## src/rtl/bblf_pkg.sv

```systemverilog
package bblf_pkg;
  typedef enum logic {DIR_DOWN = 1'b0, DIR_UP = 1'b1} dir_e;

  typedef struct packed {
    logic fire;
    dir_e dir;
  } beat_t;
endpackage

```

## src/rtl/bblf_integ.sv

```systemverilog
module bblf_integ
  import bblf_pkg::*;
#(
  parameter int CW = 10,
  parameter int GW = 6,
  parameter int SW = CW + 2
) (
  input  logic                 clk,
  input  logic                 rst,
  input  beat_t                beat,
  input  logic [GW-1:0]        alpha,
  input  logic [CW-1:0]        center,
  output logic signed [SW-1:0] integ
);
  localparam logic signed [SW-1:0] CODE_MAX = SW'((1 << CW) - 1);

  logic signed [SW-1:0] step, cand, nxt;

  always_comb begin
    step = $signed({{(SW-GW){1'b0}}, alpha});
    cand = (beat.dir == DIR_UP) ? integ + step : integ - step;
    if (cand > CODE_MAX)  nxt = CODE_MAX;
    else if (cand < 0)    nxt = '0;
    else                  nxt = cand;
  end

  always_ff @(posedge clk) begin
    if (rst)            integ <= $signed({{(SW-CW){1'b0}}, center});
    else if (beat.fire) integ <= nxt;
  end
endmodule

```

## src/rtl/bblf_prop.sv

```systemverilog
module bblf_prop
  import bblf_pkg::*;
#(
  parameter int CW = 10,
  parameter int GW = 6,
  parameter int SW = CW + 2
) (
  input  logic                 clk,
  input  logic                 rst,
  input  beat_t                beat,
  input  logic                 clear,
  input  logic                 tracking,
  input  logic [GW-1:0]        beta,
  output logic signed [SW-1:0] prop
);
  localparam logic signed [SW-1:0] LIM = SW'((1 << CW) - 1);

  logic signed [SW-1:0] step, sstep, acc, acc_sat, nxt;

  always_comb begin
    step  = $signed({{(SW-GW){1'b0}}, beta});
    sstep = (beat.dir == DIR_UP) ? step : -step;
    acc   = prop + sstep;
    if (acc > LIM)        acc_sat = LIM;
    else if (acc < -LIM)  acc_sat = -LIM;
    else                  acc_sat = acc;
    if (tracking)         nxt = sstep;
    else if (clear)       nxt = '0;
    else                  nxt = acc_sat;
  end

  always_ff @(posedge clk) begin
    if (rst)            prop <= '0;
    else if (beat.fire) prop <= nxt;
  end
endmodule

```

## src/rtl/bblf_polarity.sv

```systemverilog
module bblf_polarity
  import bblf_pkg::*;
#(
  parameter int RCW = 4
) (
  input  logic           clk,
  input  logic           rst,
  input  beat_t          beat,
  input  logic [RCW-1:0] settle_count,
  output logic           reversal,
  output logic           tracking
);
  logic           seen;
  dir_e           last;
  logic [RCW-1:0] run, run_inc;

  assign reversal = beat.fire && seen && (beat.dir != last);
  assign run_inc  = (run == '1) ? run : run + RCW'(1);

  always_ff @(posedge clk) begin
    if (rst) begin
      seen     <= 1'b0;
      last     <= DIR_DOWN;
      run      <= '0;
      tracking <= 1'b0;
    end else if (beat.fire) begin
      seen <= 1'b1;
      last <= beat.dir;
      if (!tracking) begin
        if (reversal) begin
          run <= run_inc;
          if (run_inc >= settle_count) tracking <= 1'b1;
        end else begin
          run <= '0;
        end
      end
    end
  end
endmodule

```

## src/rtl/bb_loop_filter.sv

```systemverilog
module bb_loop_filter
  import bblf_pkg::*;
#(
  parameter int CW  = 10,
  parameter int GW  = 6,
  parameter int RCW = 4
) (
  input  logic           clk,
  input  logic           rst,
  input  logic           in_valid,
  output logic           in_ready,
  input  logic           in_up,
  input  logic [GW-1:0]  alpha,
  input  logic [GW-1:0]  beta,
  input  logic [CW-1:0]  center,
  input  logic [RCW-1:0] settle_count,
  output logic [CW-1:0]  ctrl_word,
  output logic           tracking
);
  localparam int SW = CW + 2;
  localparam logic signed [SW:0] OUT_MAX = (SW+1)'((1 << CW) - 1);

  beat_t                beat;
  logic                 reversal;
  logic signed [SW-1:0] integ_q, prop_q;
  logic signed [SW:0]   sum;

  always_ff @(posedge clk) begin
    if (rst) in_ready <= 1'b0;
    else     in_ready <= 1'b1;
  end

  assign beat.fire = in_valid & in_ready;
  assign beat.dir  = in_up ? DIR_UP : DIR_DOWN;

  bblf_polarity #(.RCW(RCW)) u_pol (
    .clk(clk), .rst(rst), .beat(beat), .settle_count(settle_count),
    .reversal(reversal), .tracking(tracking)
  );

  bblf_integ #(.CW(CW), .GW(GW), .SW(SW)) u_int (
    .clk(clk), .rst(rst), .beat(beat), .alpha(alpha), .center(center),
    .integ(integ_q)
  );

  bblf_prop #(.CW(CW), .GW(GW), .SW(SW)) u_prop (
    .clk(clk), .rst(rst), .beat(beat), .clear(reversal & ~tracking),
    .tracking(tracking), .beta(beta), .prop(prop_q)
  );

  always_comb begin
    sum = {integ_q[SW-1], integ_q} + {prop_q[SW-1], prop_q};
    if (sum < 0)             ctrl_word = '0;
    else if (sum > OUT_MAX)  ctrl_word = OUT_MAX[CW-1:0];
    else                     ctrl_word = sum[CW-1:0];
  end
endmodule

```

## config.mk

```make
export PLATFORM = sky130hd
export DESIGN_NAME = bb_loop_filter
export DESIGN_NICKNAME = d
export VERILOG_FILES = /design/src/rtl/bblf_pkg.sv /design/src/rtl/bblf_integ.sv /design/src/rtl/bblf_prop.sv /design/src/rtl/bblf_polarity.sv /design/src/rtl/bb_loop_filter.sv
export SDC_FILE = /design/constraint.sdc
export NUM_CORES = 1
export LEC_CHECK = 0
export CAP_MARGIN = 10
export CORE_MARGIN = 3
export CORE_UTILIZATION = 50
export CTS_CLUSTER_SIZE = 16
export DETAILED_ROUTE_END_ITERATION = 16
export DONT_BUFFER_PORTS = 1
export PLACE_DENSITY = 0.71
export SKIP_CTS_REPAIR_TIMING = 1
export SYNTH_ARGS = -nofsm -noshare
export SYNTH_HDL_FRONTEND = slang
export SYNTH_HIERARCHICAL = 1
export SYNTH_SLANG_ARGS = --single-unit
export TNS_END_PERCENT = 100
```

## constraint.sdc

```tcl
create_clock -name clk -period 3.5 [get_ports clk]
set_input_delay 1.05 -clock clk [delete_from_list [all_inputs] [get_ports clk]]
set_output_delay 1.05 -clock clk [all_outputs]
set_load 0.02 [all_outputs]
```

==> results.md <==
* Xor/xnor cell area share of the yosys netlist at 7.17%
* CP required at 2.45 ns
* RSZ-0062 raised after global routing: true
* Pwr dens at 446 nW/um2
* Area growth syn-to-layout at 21.0%
* CP arrival at around 2.6 ns
* DR WL/cell at 17.3 um
* Sequential area share after synthesis at 18.4%
* CTS tree: done
* Fin worst setup slack at -0.131 ns
* Startpoint Class: flip-flop
* Die ar. at 8910 um2
* Crit path kind: reg2out
* Total Power at 2.11 mW
* Tmin final at 3.63 ns
* Largest family of logic cells by synthesized area: compound AO/OA/AOI/OAI gates
* Placer Congestion at 0.913
* Clock Sinks at 31
* Die Wd at about 94 um
* Vias at 3808
* Worst setup EP type: output pin
* CTS buffer count at 5
* I/O pins at 42
* Type of the worst min-delay path: reg2reg
* Adder-Cell Fraction of Synth Area at 15.6%
* Post-synth EDFFs at 10
* Final Net Count at between 500 and 600
* Worst skew pair latency at 0.30 ns
* H-Tree Depth at 2
* DRC errors left at 0
* Syn_area_per_cell at 8.35 um2
* Root Driver: clkbuf_8
* Placeable Area at 7410 um2
* Async SR Flop Fraction at 0%
* Ant. Diodes at 0
* Final Hold Viols at 0
* Initial core utilization at 52.8%
* Run status: finished with violations
* Synthesized area at 3910 um2
* Final ANT Viol Nets at 0
* Clock transition at path regs at roughly 0.080 ns
* Share of post-route cells with drive strength above 1 at 26.6%
* Slew Limit Headroom at approximately 58%
* Synth Flop Type: dfxtp_1
* FF+latch count, synth at 31
* Compound-Gate Fraction of Synth Area at 31.8%
* Clock buffer depth at 2
* Fraction of the mapped netlist area in simple logic gates at 19.5%
* VDD IR max at 0.000240 V
* Total wire length at 10700 um
* Number of unique standard cell types used by synthesis at 82
* Synth Net Count at 545
* Grt total ovfl at 0
* Worst slew pin tran at ~0.63 ns
* Failing checks: negative setup slack
* Largest net degree at the start of global routing at 27
* HPWL after DPL at 8260 um
* TritonRoute pass-1 iters at 4
* Initial DRC count at 189
* Initial antenna violation count at 0
* Max Freq at 275 MHz
* # port buffers at 0
* Critical Path Fanout Max at 5
* Tcrit/Tclk final at 104%
* Number of global-route vias before repair at roughly 3500
* Final Slew Violations at 0
* Hold slack at 0.491 ns
* Final setup fails at 10
* Global-route wire length before repair at between 15000 and 20000 um
* Vias per cell at 6.13
* Final Skew at 0.0115 ns
* Syn Inst Count at 468
* Max Cap Violations at 0
* Ys Warns at 6
* Leak Pwr at 2.06 nW
* Gr usage total at around 23%
* # rows at 31
* Die height at 94.4 um
* Post-synthesis mux area share at 2.18%
## cell usage after synthesis (all sizes together), types with 2 or more instances
| library cell | n | share of area [%] |
|---|---|---|
| fa | 3 | 1.5 |
| and3 | 8 | 1.4 |
| nand2 | 34 | 3.4 |
| a31oi | 14 | 2.6 |
| nor3 | 8 | 1.4 |
| o21ai | 16 | 2.1 |
| o2111ai | 2 | 0.61 |
| a311oi | 2 | 0.45 |
| edfxtp | 10 | 7.7 |
| o21bai | 3 | 0.58 |
| a211oi | 15 | 3.3 |
| and2 | 6 | 0.99 |
| xnor2 | 15 | 3.4 |
| a211o | 4 | 0.93 |
| a21o | 16 | 3.1 |
| dfxtp | 21 | 11 |
| nand3 | 12 | 1.7 |
| a31o | 4 | 0.90 |
| mux2i | 4 | 1.0 |
| o31ai | 2 | 0.38 |
| nand3b | 4 | 0.77 |
| clkbuf | 6 | 0.58 |
| nand4 | 7 | 1.1 |
| nand4b | 2 | 0.45 |
| ha | 44 | 14 |
| o221a | 10 | 2.9 |
| a21oi | 42 | 5.6 |
| nor4 | 3 | 0.64 |
| a41oi | 2 | 0.45 |
| o21a | 11 | 2.1 |
| buf | 7 | 1.7 |
| xor2 | 17 | 3.8 |
| o211ai | 3 | 0.70 |
| nor2 | 37 | 3.6 |
| nand2b | 4 | 0.64 |
| a221oi | 3 | 0.83 |
| mux2 | 4 | 1.2 |
| o31a | 3 | 0.67 |
| inv | 28 | 2.7 |
| a22oi | 2 | 0.74 |
| nor2b | 10 | 1.8 |
| or2 | 5 | 0.80 |
## metrics by stage
stage / instance area, um2 / setup slack, ns / util (%) / instances / TNS [ns]
2_1_floorplan: 3930 / 0.00919 / - / 468 / 0
3_3_place_gp: 4310 / -0.254 / 58.2 / 601 / -3.08
3_5_place_dp: 4310 / -0.296 / 58.2 / 601 / -3.96
4_1_cts: 4410 / -0.359 / 59.6 / 609 / -3.37
5_1_grt: 4730 / -0.263 / 63.9 / 621 / -2.89
6_report: 4730 / -0.131 / 63.9 / 621 / -1.10
## area by class of cell
type                       instances  area [um2]
tap                               99         124
timing repair buffer              60         462
clock inverter                     1        7.51
clock buffer                       7        96.3
multi-input combinational        395        3200
sequential                        31         721
fill                             626        2680
inverter                          28         121
## registers in the layout, indices dropped and copies added, names as in the netlist
name	cells
u_int/integ	11
u_prop/prop	12
in_ready	1
u_pol/seen	1
u_pol/tracking	1
u_pol/last	1
u_pol/run	4
## critical path, cell delays in order (launching register included)
cell and delay, ns:
edfxtp_1 0.38, ha_2 0.19, inv_2 0.04, fa_2 0.39, nor2b_4 0.15, o2111ai_2 0.16, nand3_2 0.15, a31oi_4 0.11
o32ai_4 0.28, buf_6 0.17, o31a_1 0.26
## placed cells by master (no fill, tap or decap), drive strengths merged, types with 14 or more instances in the layout
cell type	instances
a21o	16
nor2	37
buf	60
xor2	17
dfxtp	21
a21oi	42
a211oi	15
a31oi	14
xnor2	15
o21ai	16
nand2	34
ha	44
inv	27
## metal layers
layer	wire, um	track usage [%]
met1	4770	29.9
met2	4990	37.1
met3	649	5.42
met4	310	7.46
met5	0	0
## power by group
group	leakage [nW]	internal (mW)	switching, mW	total [mW]
Clock	0.0505	0.179	0.148	0.327
Sequential	0.272	0.425	0.0465	0.471
Combinational	1.74	0.613	0.697	1.31
Total	2.06	1.22	0.892	2.11
## kinds of logic after synthesis
logic type | Yosys count
fa+ha+maj | 47
buf+inv | 42
xor+xnor | 32
compound gates | 164
mux | 8
other cells | 1
simple gates | 143
flops | 31
## final timing paths
path,cells past startpoint,end,slack (ns),startpoint
worst max-delay path,10,ctrl_word[7],-0.13,u_int/integ[0]
worst min-delay path,2,u_int/integ[10],0.49,u_int/integ[10]
worst max register to register,11,u_prop/prop[1],0.56,u_prop/prop[0]
worst min register to register,2,u_int/integ[10],0.49,u_int/integ[10]
No activity file was read; power rests on OpenSTA's default activity.
